--- src/rtl/eespi_pkg.sv ---
package eespi_pkg;
   localparam logic [7:0] CMD_WREN  = 8'h06;
   localparam logic [7:0] CMD_READ  = 8'h03;
   localparam logic [7:0] CMD_WRITE = 8'h02;
   localparam logic [7:0] CMD_STAT  = 8'h05;
   localparam logic [7:0] CMD_HIBIT = 8'h08;

   typedef enum logic [2:0] {
      S_IDLE, S_WREN, S_GAP, S_HDR, S_RDAT, S_WDAT, S_POLL, S_DONE
   } ctl_state_t;
endpackage

--- src/rtl/eespi_byte_phy.sv ---
// Mode-0 byte shifter: one byte out on MOSI and one in from MISO per start.
module eespi_byte_phy #(
   parameter int CLK_DIV = 2
) (
   input  logic       clk,
   input  logic       rst_n,
   input  logic       start,
   input  logic [7:0] tx,
   output logic       busy,
   output logic       fin,
   output logic [7:0] rx,
   output logic       sck,
   output logic       mosi,
   input  logic       miso
);
   localparam int DW = $clog2(CLK_DIV + 1);
   localparam logic [DW-1:0] DIV_END = DW'(CLK_DIV - 1);

   logic [DW-1:0] div;
   logic [7:0]    sh;
   logic [2:0]    nbit;

   initial begin
      assert (CLK_DIV >= 1) else $error("CLK_DIV must be at least 1");
   end

   always_ff @(posedge clk or negedge rst_n) begin
      if (!rst_n) begin
         busy <= 1'b0;
         fin  <= 1'b0;
         div  <= '0;
         sh   <= '0;
         nbit <= '0;
         sck  <= 1'b0;
         rx   <= '0;
      end else begin
         fin <= 1'b0;
         if (start && !busy) begin
            busy <= 1'b1;
            sh   <= tx;
            div  <= '0;
            nbit <= '0;
            sck  <= 1'b0;
         end else if (busy) begin
            if (div == DIV_END) begin
               div <= '0;
               sck <= ~sck;
               if (!sck) begin
                  rx <= {rx[6:0], miso};
               end else begin
                  sh   <= {sh[6:0], 1'b0};
                  nbit <= nbit + 3'd1;
                  if (nbit == 3'd7) begin
                     busy <= 1'b0;
                     fin  <= 1'b1;
                  end
               end
            end else begin
               div <= div + DW'(1);
            end
         end
      end
   end

   assign mosi = sh[7];

   p_start_when_idle_r2: assert property (@(posedge clk) disable iff (!rst_n)
      start |-> !busy);
   p_sck_low_idle_r2: assert property (@(posedge clk) disable iff (!rst_n)
      !busy |-> !sck);
endmodule

--- src/rtl/eespi_span.sv ---
// Range trimming, page room and ninth-bit decision for a given offset.
module eespi_span #(
   parameter int OFS_W      = 24,
   parameter int CNT_W      = 16,
   parameter int DEV_SIZE   = 8192,
   parameter int PAGE_SIZE  = 32,
   parameter int ADDR_BYTES = 2,
   parameter bit NINTH_BIT  = 1'b0
) (
   input  logic [OFS_W-1:0] ofs,
   input  logic [CNT_W-1:0] cnt,
   output logic             beyond,
   output logic [CNT_W-1:0] clip,
   output logic [CNT_W-1:0] seg,
   output logic             hi9
);
   localparam logic [31:0] DEV_L  = 32'(DEV_SIZE);
   localparam logic [31:0] PAGE_L = 32'(PAGE_SIZE);
   localparam logic [31:0] HI_L   = 32'd1 << (8 * ADDR_BYTES);

   logic [31:0] ofs32, cnt32, room_dev, room_pg;

   assign ofs32    = 32'(ofs);
   assign cnt32    = 32'(cnt);
   assign beyond   = ofs32 >= DEV_L;
   assign room_dev = beyond ? 32'd0 : DEV_L - ofs32;
   assign clip     = CNT_W'((cnt32 > room_dev) ? room_dev : cnt32);
   assign room_pg  = PAGE_L - (ofs32 & (PAGE_L - 32'd1));
   assign seg      = CNT_W'((cnt32 > room_pg) ? room_pg : cnt32);

   generate
      if (NINTH_BIT) begin : g_hi9
         assign hi9 = ofs32 >= HI_L;
      end else begin : g_no_hi9
         assign hi9 = 1'b0;
      end
   endgenerate
endmodule

--- src/rtl/eeprom_spi_ctrl.sv ---
module eeprom_spi_ctrl
   import eespi_pkg::*;
#(
   parameter int ADDR_BYTES  = 2,
   parameter bit NINTH_BIT   = 1'b0,
   parameter int DEV_SIZE    = 8192,
   parameter int PAGE_SIZE   = 32,
   parameter int OFS_W       = 24,
   parameter int CNT_W       = 16,
   parameter int CLK_DIV     = 4,
   parameter int POLL_GAP    = 50000,
   parameter int TIMEOUT_CYC = 1250000,
   parameter int MIN_POLLS   = 4
) (
   input  logic             clk,
   input  logic             rst_n,
   input  logic             req_valid,
   output logic             req_ready,
   input  logic             req_write,
   input  logic [OFS_W-1:0] req_offset,
   input  logic [CNT_W-1:0] req_count,
   input  logic             wr_data_valid,
   output logic             wr_data_ready,
   input  logic [7:0]       wr_data,
   output logic             rd_data_valid,
   input  logic             rd_data_ready,
   output logic [7:0]       rd_data,
   output logic             done,
   output logic [CNT_W-1:0] done_count,
   output logic             done_err,
   output logic             spi_cs_n,
   output logic             spi_sck,
   output logic             spi_mosi,
   input  logic             spi_miso
);
   localparam int CS_GAP = 2 * CLK_DIV;
   localparam int GAP_MAX = (POLL_GAP > CS_GAP) ? POLL_GAP : CS_GAP;
   localparam int GW = $clog2(GAP_MAX + 1);
   localparam int TW = $clog2(TIMEOUT_CYC + 1);
   localparam int PW = $clog2(MIN_POLLS + 1);
   localparam logic [GW-1:0]    GAP_CS   = GW'(CS_GAP);
   localparam logic [GW-1:0]    GAP_POLL = GW'(POLL_GAP);
   localparam logic [TW-1:0]    TMO_LIM  = TW'(TIMEOUT_CYC);
   localparam logic [PW-1:0]    POLL_MIN = PW'(MIN_POLLS);
   localparam logic [PW-1:0]    POLL_PRE = PW'(MIN_POLLS - 1);
   localparam logic [1:0]       HDR_LAST = 2'(ADDR_BYTES);
   localparam logic [CNT_W-1:0] ONE      = CNT_W'(1);

   initial begin
      assert (ADDR_BYTES >= 1 && ADDR_BYTES <= 3) else $error("ADDR_BYTES out of 1..3");
      assert (PAGE_SIZE >= 1 && (PAGE_SIZE & (PAGE_SIZE - 1)) == 0) else $error("PAGE_SIZE not a power of two");
      assert (64'(DEV_SIZE) <= (64'd1 << (8 * ADDR_BYTES + int'(NINTH_BIT)))) else $error("DEV_SIZE exceeds address reach");
      assert (POLL_GAP >= CS_GAP) else $error("POLL_GAP shorter than chip-select gap");
      assert (MIN_POLLS >= 1) else $error("MIN_POLLS must be positive");
   end

   ctl_state_t       state, resume;
   logic [GW-1:0]    gap_cnt;
   logic [TW-1:0]    tmo_cnt;
   logic [PW-1:0]    polls;
   logic [1:0]       hidx;
   logic [OFS_W-1:0] ofs;
   logic [CNT_W-1:0] remain, seg_left, seg_len, committed;
   logic             is_wr, sent, rd_hold, fail;
   logic [7:0]       rd_buf;

   logic             beyond, hi9;
   logic [CNT_W-1:0] clip, seg;
   logic             go, phy_start, phy_busy, phy_fin;
   logic [7:0]       tx_byte, phy_rx, cmd, hdr_byte;

   eespi_span #(
      .OFS_W(OFS_W), .CNT_W(CNT_W), .DEV_SIZE(DEV_SIZE), .PAGE_SIZE(PAGE_SIZE),
      .ADDR_BYTES(ADDR_BYTES), .NINTH_BIT(NINTH_BIT)
   ) u_span (
      .ofs   ((state == S_IDLE) ? req_offset : ofs),
      .cnt   ((state == S_IDLE) ? req_count  : remain),
      .beyond(beyond),
      .clip  (clip),
      .seg   (seg),
      .hi9   (hi9)
   );

   eespi_byte_phy #(.CLK_DIV(CLK_DIV)) u_phy (
      .clk  (clk),
      .rst_n(rst_n),
      .start(phy_start),
      .tx   (tx_byte),
      .busy (phy_busy),
      .fin  (phy_fin),
      .rx   (phy_rx),
      .sck  (spi_sck),
      .mosi (spi_mosi),
      .miso (spi_miso)
   );

   always_comb begin
      cmd = (is_wr ? CMD_WRITE : CMD_READ) | (hi9 ? CMD_HIBIT : 8'h00);
      if (hidx == 2'd0) hdr_byte = cmd;
      else              hdr_byte = 8'(ofs >> (8 * (ADDR_BYTES - int'(hidx))));
   end

   always_comb begin
      tx_byte = 8'h00;
      go      = 1'b0;
      case (state)
         S_WREN: begin tx_byte = CMD_WREN; go = !sent; end
         S_HDR:  begin tx_byte = hdr_byte; go = !sent; end
         S_RDAT: go = !sent && !rd_hold && (remain != '0);
         S_WDAT: begin tx_byte = wr_data; go = !sent && wr_data_valid && (seg_left != '0); end
         S_POLL: begin tx_byte = (hidx == 2'd0) ? CMD_STAT : 8'h00; go = !sent; end
         default: ;
      endcase
   end

   assign phy_start     = go && !phy_busy;
   assign req_ready     = (state == S_IDLE);
   assign wr_data_ready = (state == S_WDAT) && !sent && !phy_busy && (seg_left != '0);
   assign rd_data_valid = rd_hold;
   assign rd_data       = rd_buf;
   assign spi_cs_n      = !(state inside {S_WREN, S_HDR, S_RDAT, S_WDAT, S_POLL});

   always_ff @(posedge clk or negedge rst_n) begin
      if (!rst_n) begin
         state <= S_IDLE;  resume <= S_IDLE;  gap_cnt <= '0;  tmo_cnt <= '0;
         polls <= '0;  hidx <= '0;  ofs <= '0;  remain <= '0;  seg_left <= '0;
         seg_len <= '0;  committed <= '0;  is_wr <= 1'b0;  sent <= 1'b0;
         rd_hold <= 1'b0;  fail <= 1'b0;  rd_buf <= '0;
         done <= 1'b0;  done_count <= '0;  done_err <= 1'b0;
      end else begin
         done <= 1'b0;
         if (tmo_cnt != TMO_LIM) tmo_cnt <= tmo_cnt + TW'(1);
         if (phy_start)    sent <= 1'b1;
         else if (phy_fin) sent <= 1'b0;
         case (state)
            S_IDLE: if (req_valid) begin
               is_wr <= req_write;  ofs <= req_offset;  committed <= '0;
               fail <= 1'b0;  hidx <= '0;
               if (beyond || clip == '0) begin
                  fail  <= req_write && beyond;
                  state <= S_DONE;
               end else begin
                  remain <= clip;
                  state  <= req_write ? S_WREN : S_HDR;
               end
            end
            S_WREN: if (phy_fin) begin
               hidx <= '0;  resume <= S_HDR;  gap_cnt <= GAP_CS;  state <= S_GAP;
            end
            S_GAP: begin
               if (gap_cnt <= GW'(1)) state <= resume;
               else gap_cnt <= gap_cnt - GW'(1);
            end
            S_HDR: if (phy_fin) begin
               if (hidx == HDR_LAST) begin
                  hidx <= '0;
                  if (is_wr) begin
                     seg_left <= seg;  seg_len <= seg;  state <= S_WDAT;
                  end else begin
                     state <= S_RDAT;
                  end
               end else begin
                  hidx <= hidx + 2'd1;
               end
            end
            S_RDAT: begin
               if (phy_fin) begin
                  rd_buf <= phy_rx;  rd_hold <= 1'b1;
                  remain <= remain - ONE;  committed <= committed + ONE;
               end
               if (rd_hold && rd_data_ready) rd_hold <= 1'b0;
               if (remain == '0 && !rd_hold && !sent) begin
                  resume <= S_DONE;  gap_cnt <= GAP_CS;  state <= S_GAP;
               end
            end
            S_WDAT: if (phy_fin) begin
               ofs <= ofs + OFS_W'(1);  remain <= remain - ONE;  seg_left <= seg_left - ONE;
               if (seg_left == ONE) begin
                  tmo_cnt <= '0;  polls <= '0;  hidx <= '0;
                  resume <= S_POLL;  gap_cnt <= GAP_CS;  state <= S_GAP;
               end
            end
            S_POLL: if (phy_fin) begin
               if (hidx == 2'd0) begin
                  hidx <= 2'd1;
               end else begin
                  hidx <= '0;
                  state <= S_GAP;
                  gap_cnt <= GAP_CS;
                  if (polls != POLL_MIN) polls <= polls + PW'(1);
                  if (!phy_rx[0]) begin
                     committed <= committed + seg_len;
                     resume <= (remain == '0) ? S_DONE : S_WREN;
                  end else if (tmo_cnt >= TMO_LIM && polls >= POLL_PRE) begin
                     fail   <= 1'b1;
                     resume <= S_DONE;
                  end else begin
                     resume  <= S_POLL;
                     gap_cnt <= GAP_POLL;
                  end
               end
            end
            S_DONE: begin
               done       <= 1'b1;
               done_count <= committed;
               done_err   <= fail && (committed == '0);
               state      <= S_IDLE;
            end
            default: state <= S_IDLE;
         endcase
      end
   end

   p_done_pulse_r11: assert property (@(posedge clk) disable iff (!rst_n)
      done |=> !done);
   p_cs_gap_r12: assert property (@(posedge clk) disable iff (!rst_n)
      $rose(spi_cs_n) |=> spi_cs_n);
   p_sck_deselected_r2: assert property (@(posedge clk) disable iff (!rst_n)
      spi_cs_n |-> !spi_sck);
   p_rd_hold_r13: assert property (@(posedge clk) disable iff (!rst_n)
      (rd_data_valid && !rd_data_ready) |=> (rd_data_valid && $stable(rd_data)));
   p_count_cap_r7: assert property (@(posedge clk) disable iff (!rst_n)
      done |-> (32'(done_count) <= 32'(DEV_SIZE)));
   p_fail_polls_r10: assert property (@(posedge clk) disable iff (!rst_n)
      ($rose(fail) && state == S_GAP) |-> (polls >= POLL_MIN && tmo_cnt >= TMO_LIM));
endmodule

--- config.mk ---
export PLATFORM = sky130hd
export DESIGN_NAME = eeprom_spi_ctrl
export DESIGN_NICKNAME = d
export VERILOG_FILES = /design/src/rtl/eespi_pkg.sv /design/src/rtl/eespi_byte_phy.sv /design/src/rtl/eespi_span.sv /design/src/rtl/eeprom_spi_ctrl.sv
export SDC_FILE = /design/constraint.sdc
export NUM_CORES = 1
export LEC_CHECK = 0
export CAP_MARGIN = 20
export CORE_ASPECT_RATIO = 0.7
export CORE_MARGIN = 2
export CORE_UTILIZATION = 55
export CTS_CLUSTER_SIZE = 14
export DETAILED_ROUTE_END_ITERATION = 10
export DONT_BUFFER_PORTS = 1
export GPL_ROUTABILITY_DRIVEN = 0
export PLACE_DENSITY = 0.71
export SYNTH_ARGS = -nofsm -noshare
export SYNTH_HDL_FRONTEND = slang
export SYNTH_SLANG_ARGS = --single-unit
--- constraint.sdc ---
create_clock -name clk -period 18.2 [get_ports clk]
set_input_delay 3.64 -clock clk [delete_from_list [all_inputs] [get_ports clk]]
set_output_delay 3.64 -clock clk [all_outputs]
set_load 0.005 [all_outputs]
* Word-level counts from Yosys, hierarchy flattened
Index checks and enable logic that the tools add are counted.
** Word-level totals
- Register bits after elaboration :: 191
- Input bits :: 55
- Output and inout bits :: 32
- Word-level logic and storage cells :: 259
** Cells by class
- Add/subtract/negate cells :: 14
- $lt $le $gt $ge :: 6
- Equality and inequality tests :: 32
- Shift operators :: 1
- Mux-type cells :: 117
- Bitwise logic cells :: 2
- Reduce and logical (&&, ||, !) cells :: 61
** Operators by type and width (count)
- $mux W16 :: 24
- $mux W3 :: 32
- $mux W21 :: 4
- $pmux W16 S5 :: 1
- $mux W24 :: 3
- $gt A16 B32 Y1 :: 2
- $pmux W16 S2 :: 2
- $logic_not A16 Y1 :: 3
- $pmux W16 S3 :: 1
- $pmux W24 S2 :: 1
- $sub A16 B1 Y16 const B :: 3
- $mux W8 :: 5
- $mux W32 :: 1
- $pmux W8 S4 :: 1
- $reduce_bool A16 Y1 :: 2
- $shr A24 B32 Y8 :: 1
- $mux W1 :: 28
- $sub A14 B24 Y25 const A :: 1
- $add A24 B1 Y24 const B :: 1
- $ge A24 B14 Y1 const B :: 1
- $ne A2 B1 Y1 const B :: 12
- $pmux W3 S8 :: 1
- $add A21 B1 Y21 const B :: 1
- $ge A21 B21 Y1 const B :: 1
- 42 further kinds :: 101

* Depth between registers and ports, before layout
- Word-level depth :: 11
- Gate-level depth with buffers :: 27
- Depth with buffers taken out :: 19

* Modules after synthesis
A second synthesis with hierarchy kept.
** Unflattened totals
- Cell total of the unflattened synthesis :: 1514
- Area, all modules :: 12580.8 um^2
** Modules (own cells, without submodules)
- eeprom_spi_ctrl :: times used 1, cells an instance 1261, area an instance 10288.6 um^2, seq. area each 4154.0 um^2
- eespi_span :: times used 1, cells an instance 164, area an instance 1238.7 um^2, seq. area each 0.0 um^2
- eespi_byte_phy :: times used 1, cells an instance 89, area an instance 1053.5 um^2, seq. area each 625.6 um^2

* Worst setup path after synthesis
Ideal clock, no wire load.
- Path kind :: input -> register
- Start point :: input req_offset[11]
- End point :: register remain[2]
- Setup time :: 126 ps
- Data arrival time :: 8330 ps
- Data required time :: 18074 ps
- Setup slack :: 9744 ps
- Stages on the path :: 21
- Buffers on the path :: 5
- Cell sequence :: nor4_1 nand4b_1 a221oi_1 o221a_2 buf_2 buf_2 buf_1 nand2_1 ha_1 and4_1 and3_1 o311ai_0 a21oi_1 clkbuf_1 nor2_1 a311o_1 nor4_1 a31oi_1 and2_1 buf_6 a221o_1
** Between the ends
- Longest elaborated chain between the ends :: 9
- Elaborated cells between the ends (all ways) :: 13
- Classes of those cells :: add/sub: 1; order compare: 2; eq/ne: 1; mux: 6; reduce/logical: 3
** Ends and longest elaborated chain
- start: declaration :: RTL line eeprom_spi_ctrl.sv:20 : input logic [OFS_W-1:0] req_offset,
- $mux W24 (*) :: RTL line eeprom_spi_ctrl.sv:76 : .ofs ((state == S_IDLE) ? req_offset : ofs),
- $sub A14 B24 Y25 or $ge A24 B14 Y1 (tied branches) :: RTL line eespi_span.sv:26, eespi_span.sv:25
- $mux W32 :: RTL line eespi_span.sv:26 : assign room_dev = beyond ? 32'd0 : DEV_L - ofs32;
- $gt A16 B32 Y1 :: RTL line eespi_span.sv:27 : assign clip = CNT_W'((cnt32 > room_dev) ? room_dev : cnt32);
- $mux W16 :: RTL line eespi_span.sv:27
- $logic_not A16 Y1 :: RTL line eeprom_spi_ctrl.sv:139 : if (beyond || clip == '0) begin
- $logic_or A1 B1 Y1 :: RTL line eeprom_spi_ctrl.sv:139
- $ne A2 B2 Y1 (no line)
- $reduce_and A4 Y1 (no line)
- end signal: assignment :: RTL line eeprom_spi_ctrl.sv:143 : remain <= clip;
- end signal: assignment :: RTL line eeprom_spi_ctrl.sv:169 : remain <= remain - ONE; committed <= committed + ONE;
- end signal: assignment :: RTL line eeprom_spi_ctrl.sv:177 : ofs <= ofs + OFS_W'(1); remain <= remain - ONE; seg_left <= seg_left - ONE;
- end: declaration :: RTL line eeprom_spi_ctrl.sv:63 : logic [CNT_W-1:0] remain, seg_left, seg_len, committed;
Mark *: on every way between the ends. The rest lies on a longest branch, timed or not. The select of a mux whose other input is x is not followed.
A chain may end at the register's enable or synchronous reset.

* Worst setup path in the final report
- Start point :: input req_offset[11]
- End point :: register remain[9]
The elaborated chain is that of the path after synthesis.

==> metrics.cfg <==
[status]
status=finished clean

[clocking]
clkSinkCount=191
htreeDepth=4
holdBufCountCts=0
cts_root_buffer=clkbuf_16
clockBufferDepth=2
cts_tree=built
clkLatencyLatePin_ps=450
postCtsSetupRepairBufs=0
cts_buffers=17
path_clk_slew_ps=70
cts.repair.resized=0

[logic_synthesis]
synth-seq-cells=191
synthCells=1466
synth.yosys.seq_area_share=0.378
synth_nets=1579
synth-main-ff-cell=dfrtp_1
syn_area_per_cell_sq_um=8.64
async_flop_share=1.00
netlist_area_sq_um=12700
ys_warn_count=0
ys_types=82
synth_edf_count=0

[timing]
finalSetupViolations=0
skew_ps=12.3
fin_crit_sh=0.472
slew-limit-headroom=0.251
max_freq_mhz=116
slew_viol_final=0
finalHoldViolations=0
whs_ps=481
tightestPinTransition_ps=1120
timing.final.crit_period_ps=8590
fin_tns_setup_ps=0
rsz0062_at_grt=false

[layout]
fin_nets=1530
drive_gt1_frac=0.0734
multi_input_area_sq_um=7340
fillCellCount=1990
seq_area_sq_um=4780
syn2layout_area_growth_pct=6.10

[worst_setup_path]
rr_worst_depth=20
cp_max_fo=27
regToRegStartpoint=state[2]
slowest_stage=o221a_2
cp-end-kind=register
cp_cell_sequence=nor4_1 -> nand4b_1 -> a221oi_1 -> o221a_2 -> nand2_1 -> ha_1 -> a41oi_1 -> o21ai_0 -> a221oi_1 -> a21oi_1 -> buf_4 -> and2_4 -> a311o_1 -> nor4_2 -> a31oi_1 -> and2_1 -> a221o_1
startpoint_type=input pin
worst_path_most_repeated_cell=a221oi_1
reg2reg_to=remain[9]
critPathBufInv=1
path_class=input pin to register
critPathRequiredTime_ps=18530
cp.arrival_ps=8910
cpPeakStageDelay_ps=670
r2r_setup_slack_ps=11400
crit_family=compound AO/OA/AOI/OAI gates

[grt]
grt_remaining_overflow=0
grt_max_degree=192
grt_usage=0.292
grt_pass1_vias=10200
grt_pass1_wl_um=55600
antenna_found_initial=1

[placed_design]
port_buffers=0
dp_hpwl_um=24900

[drt]
vias=11200
ant_nets=0
dr.pass1.iters=6
drc=0
dr.first_iter.drc_count=1256
wl_per_cell_um=19.9
drt-total-wl_um=34700
viasPerCell=6.45

[floorplanning]
die_w_um=185
die_h_um=131
start_util=0.560
ios=87
dieArea_sq_um=24300
core_area_sq_um=22600
fp-row-count=46

[min_path]
min_path_cells=1
hold_path.class=register to register
hp-start=seg_len[13]
hold_end=seg_len[13]

[power]
p_leak_uw=0.00589
irDropWorstVdd_v=0.0000854
power_density_nw_per_um2=135

[run]
cap_violations=0

## how the worst max path moves through the flow
| stage | start | to | slack, ps | depth (start not counted) |
|---|---|---|---|---|
| after global placement | req_offset[11] | remain[3] | 9430 | 17 |
| after global routing | req_offset[11] | remain[9] | 9100 | 17 |
| after CTS | req_offset[11] | remain[10] | 9730 | 17 |
| after floorplan | req_offset[11] | remain[2] | 9740 | 21 |
| after detailed placement | req_offset[11] | remain[9] | 9280 | 17 |
| final | req_offset[11] | remain[9] | 9610 | 17 |
## metrics by stage
step / worst slack (ps) / std cells / instance area [sq um] / power (uW) / utilization
3_3_place_gp: 9430 / 1709 / 12800 / 1380 / 0.566
4_1_cts: 9730 / 1741 / 13400 / 1790 / 0.593
3_5_place_dp: 9280 / 1709 / 12800 / 1390 / 0.566
2_1_floorplan: 9740 / 1466 / 12700 / 1190 / -
5_1_grt: 9100 / 1743 / 13400 / 1920 / 0.594
6_report: 9610 / 1743 / 13400 / 1810 / 0.594
## where the power goes
group          internal, uW  switching (uW)  total (uW)
sequential              486            94.0         580
clock                   210             188         397
combinational           305             526         832
total                  1000             808        1810
## routing by layer
layer,GRT usage,vias up,wire length (um)
met5,0,-,0
met4,0.0873,0,664
met3,0.0613,54,3150
met2,0.430,522,14900
met1,0.432,5430,16100
li1,-,5242,-
## cells in the mapped netlist (18+ instances only)
cell,n,area [sq um]
nand2_1,154,578
mux2_2,39,439
clkbuf_1,66,248
nor3_1,58,290
a22o_1,19,166
a21oi_1,79,395
nand3_1,50,250
o21ai_0,98,490
xnor2_1,32,280
inv_1,52,195
nor2_1,150,563
mux2i_1,38,380
nor4_1,20,125
ha_1,57,713
dfrtp_1,191,4780
nand4_1,18,113
o22ai_1,20,125
and3_1,34,213
and2_1,24,150
xor2_1,27,236
## layout make-up
cell class / instances / area share
Multi-Input combinational cell: 1141 / 0.546
Sequential cell: 191 / 0.356
Clock inverter: 15 / 0.0146
Timing Repair Buffer: 12 / 0.00671
Antenna cell: 1 / 0.000186
Tap cell: 312 / 0.0291
Inverter: 54 / 0.0155
Clock buffer: 17 / 0.0317
## flip-flops by register name, summed over array words and instances, names as in the netlist, 8 cells and up
| name | flops |
|---|---|
| remain | 16 |
| u_phy.sh | 8 |
| gap_cnt | 16 |
| done_count | 16 |
| tmo_cnt | 21 |
| seg_len | 16 |
| u_phy.rx | 8 |
| seg_left | 16 |
| committed | 16 |
| ofs | 24 |
| rd_data | 8 |
## kinds of logic (layout without fill, tap and decap cells)
kind of cell	after synthesis	count (layout)	share of synthesized area
compound gates	369	369	0.194
fa+ha+maj	58	58	0.0579
flops	191	191	0.378
mux	77	77	0.0647
buf+inv	134	98	0.0428
simple gates	577	577	0.222
other cells	1	2	0.000296
xor+xnor	59	59	0.0408
## worst reg2reg max path: stages, from the launching register on
cell and delay, ps:
dfrtp_2 360, buf_4 480, or3_4 650, mux2i_1 460, ha_1 360, inv_1 150
a211o_1 310, o221ai_2 700, or2_2 240, ha_1 230, nand3_1 80, a21boi_0 80
o311ai_0 330, a21oi_1 110, buf_4 220, and2_4 200, a311o_1 380, nor4_2 430
a31oi_1 260, and2_1 330, a221o_1 320
## placed cells by master (no fill, tap or decap), types with 7 or more instances in the layout
cell type and instances:
mux2_2 39, or3_1 13, nand2_1 154, a22o_1 19, nand4_1 18, inv_1 52, and3_1 34, nor2_1 150
a21oi_1 79, o21a_1 8, a221o_1 14, clkbuf_16 17, nor2b_1 8, ha_1 57, dfrtp_1 190, a311o_1 10
a21o_1 9, nor4_1 20, nand3_1 50, and2_1 24, o31ai_1 13, xor2_1 27, buf_4 12, mux2i_1 38
a31oi_1 14, nand2b_1 10, nor3_1 58, o22ai_1 20, xnor2_1 32, o21ai_0 97, or4_1 9, a221oi_1 7
a22oi_1 14, a211oi_1 9
Note: power is estimated with default switching activity, not from simulation.
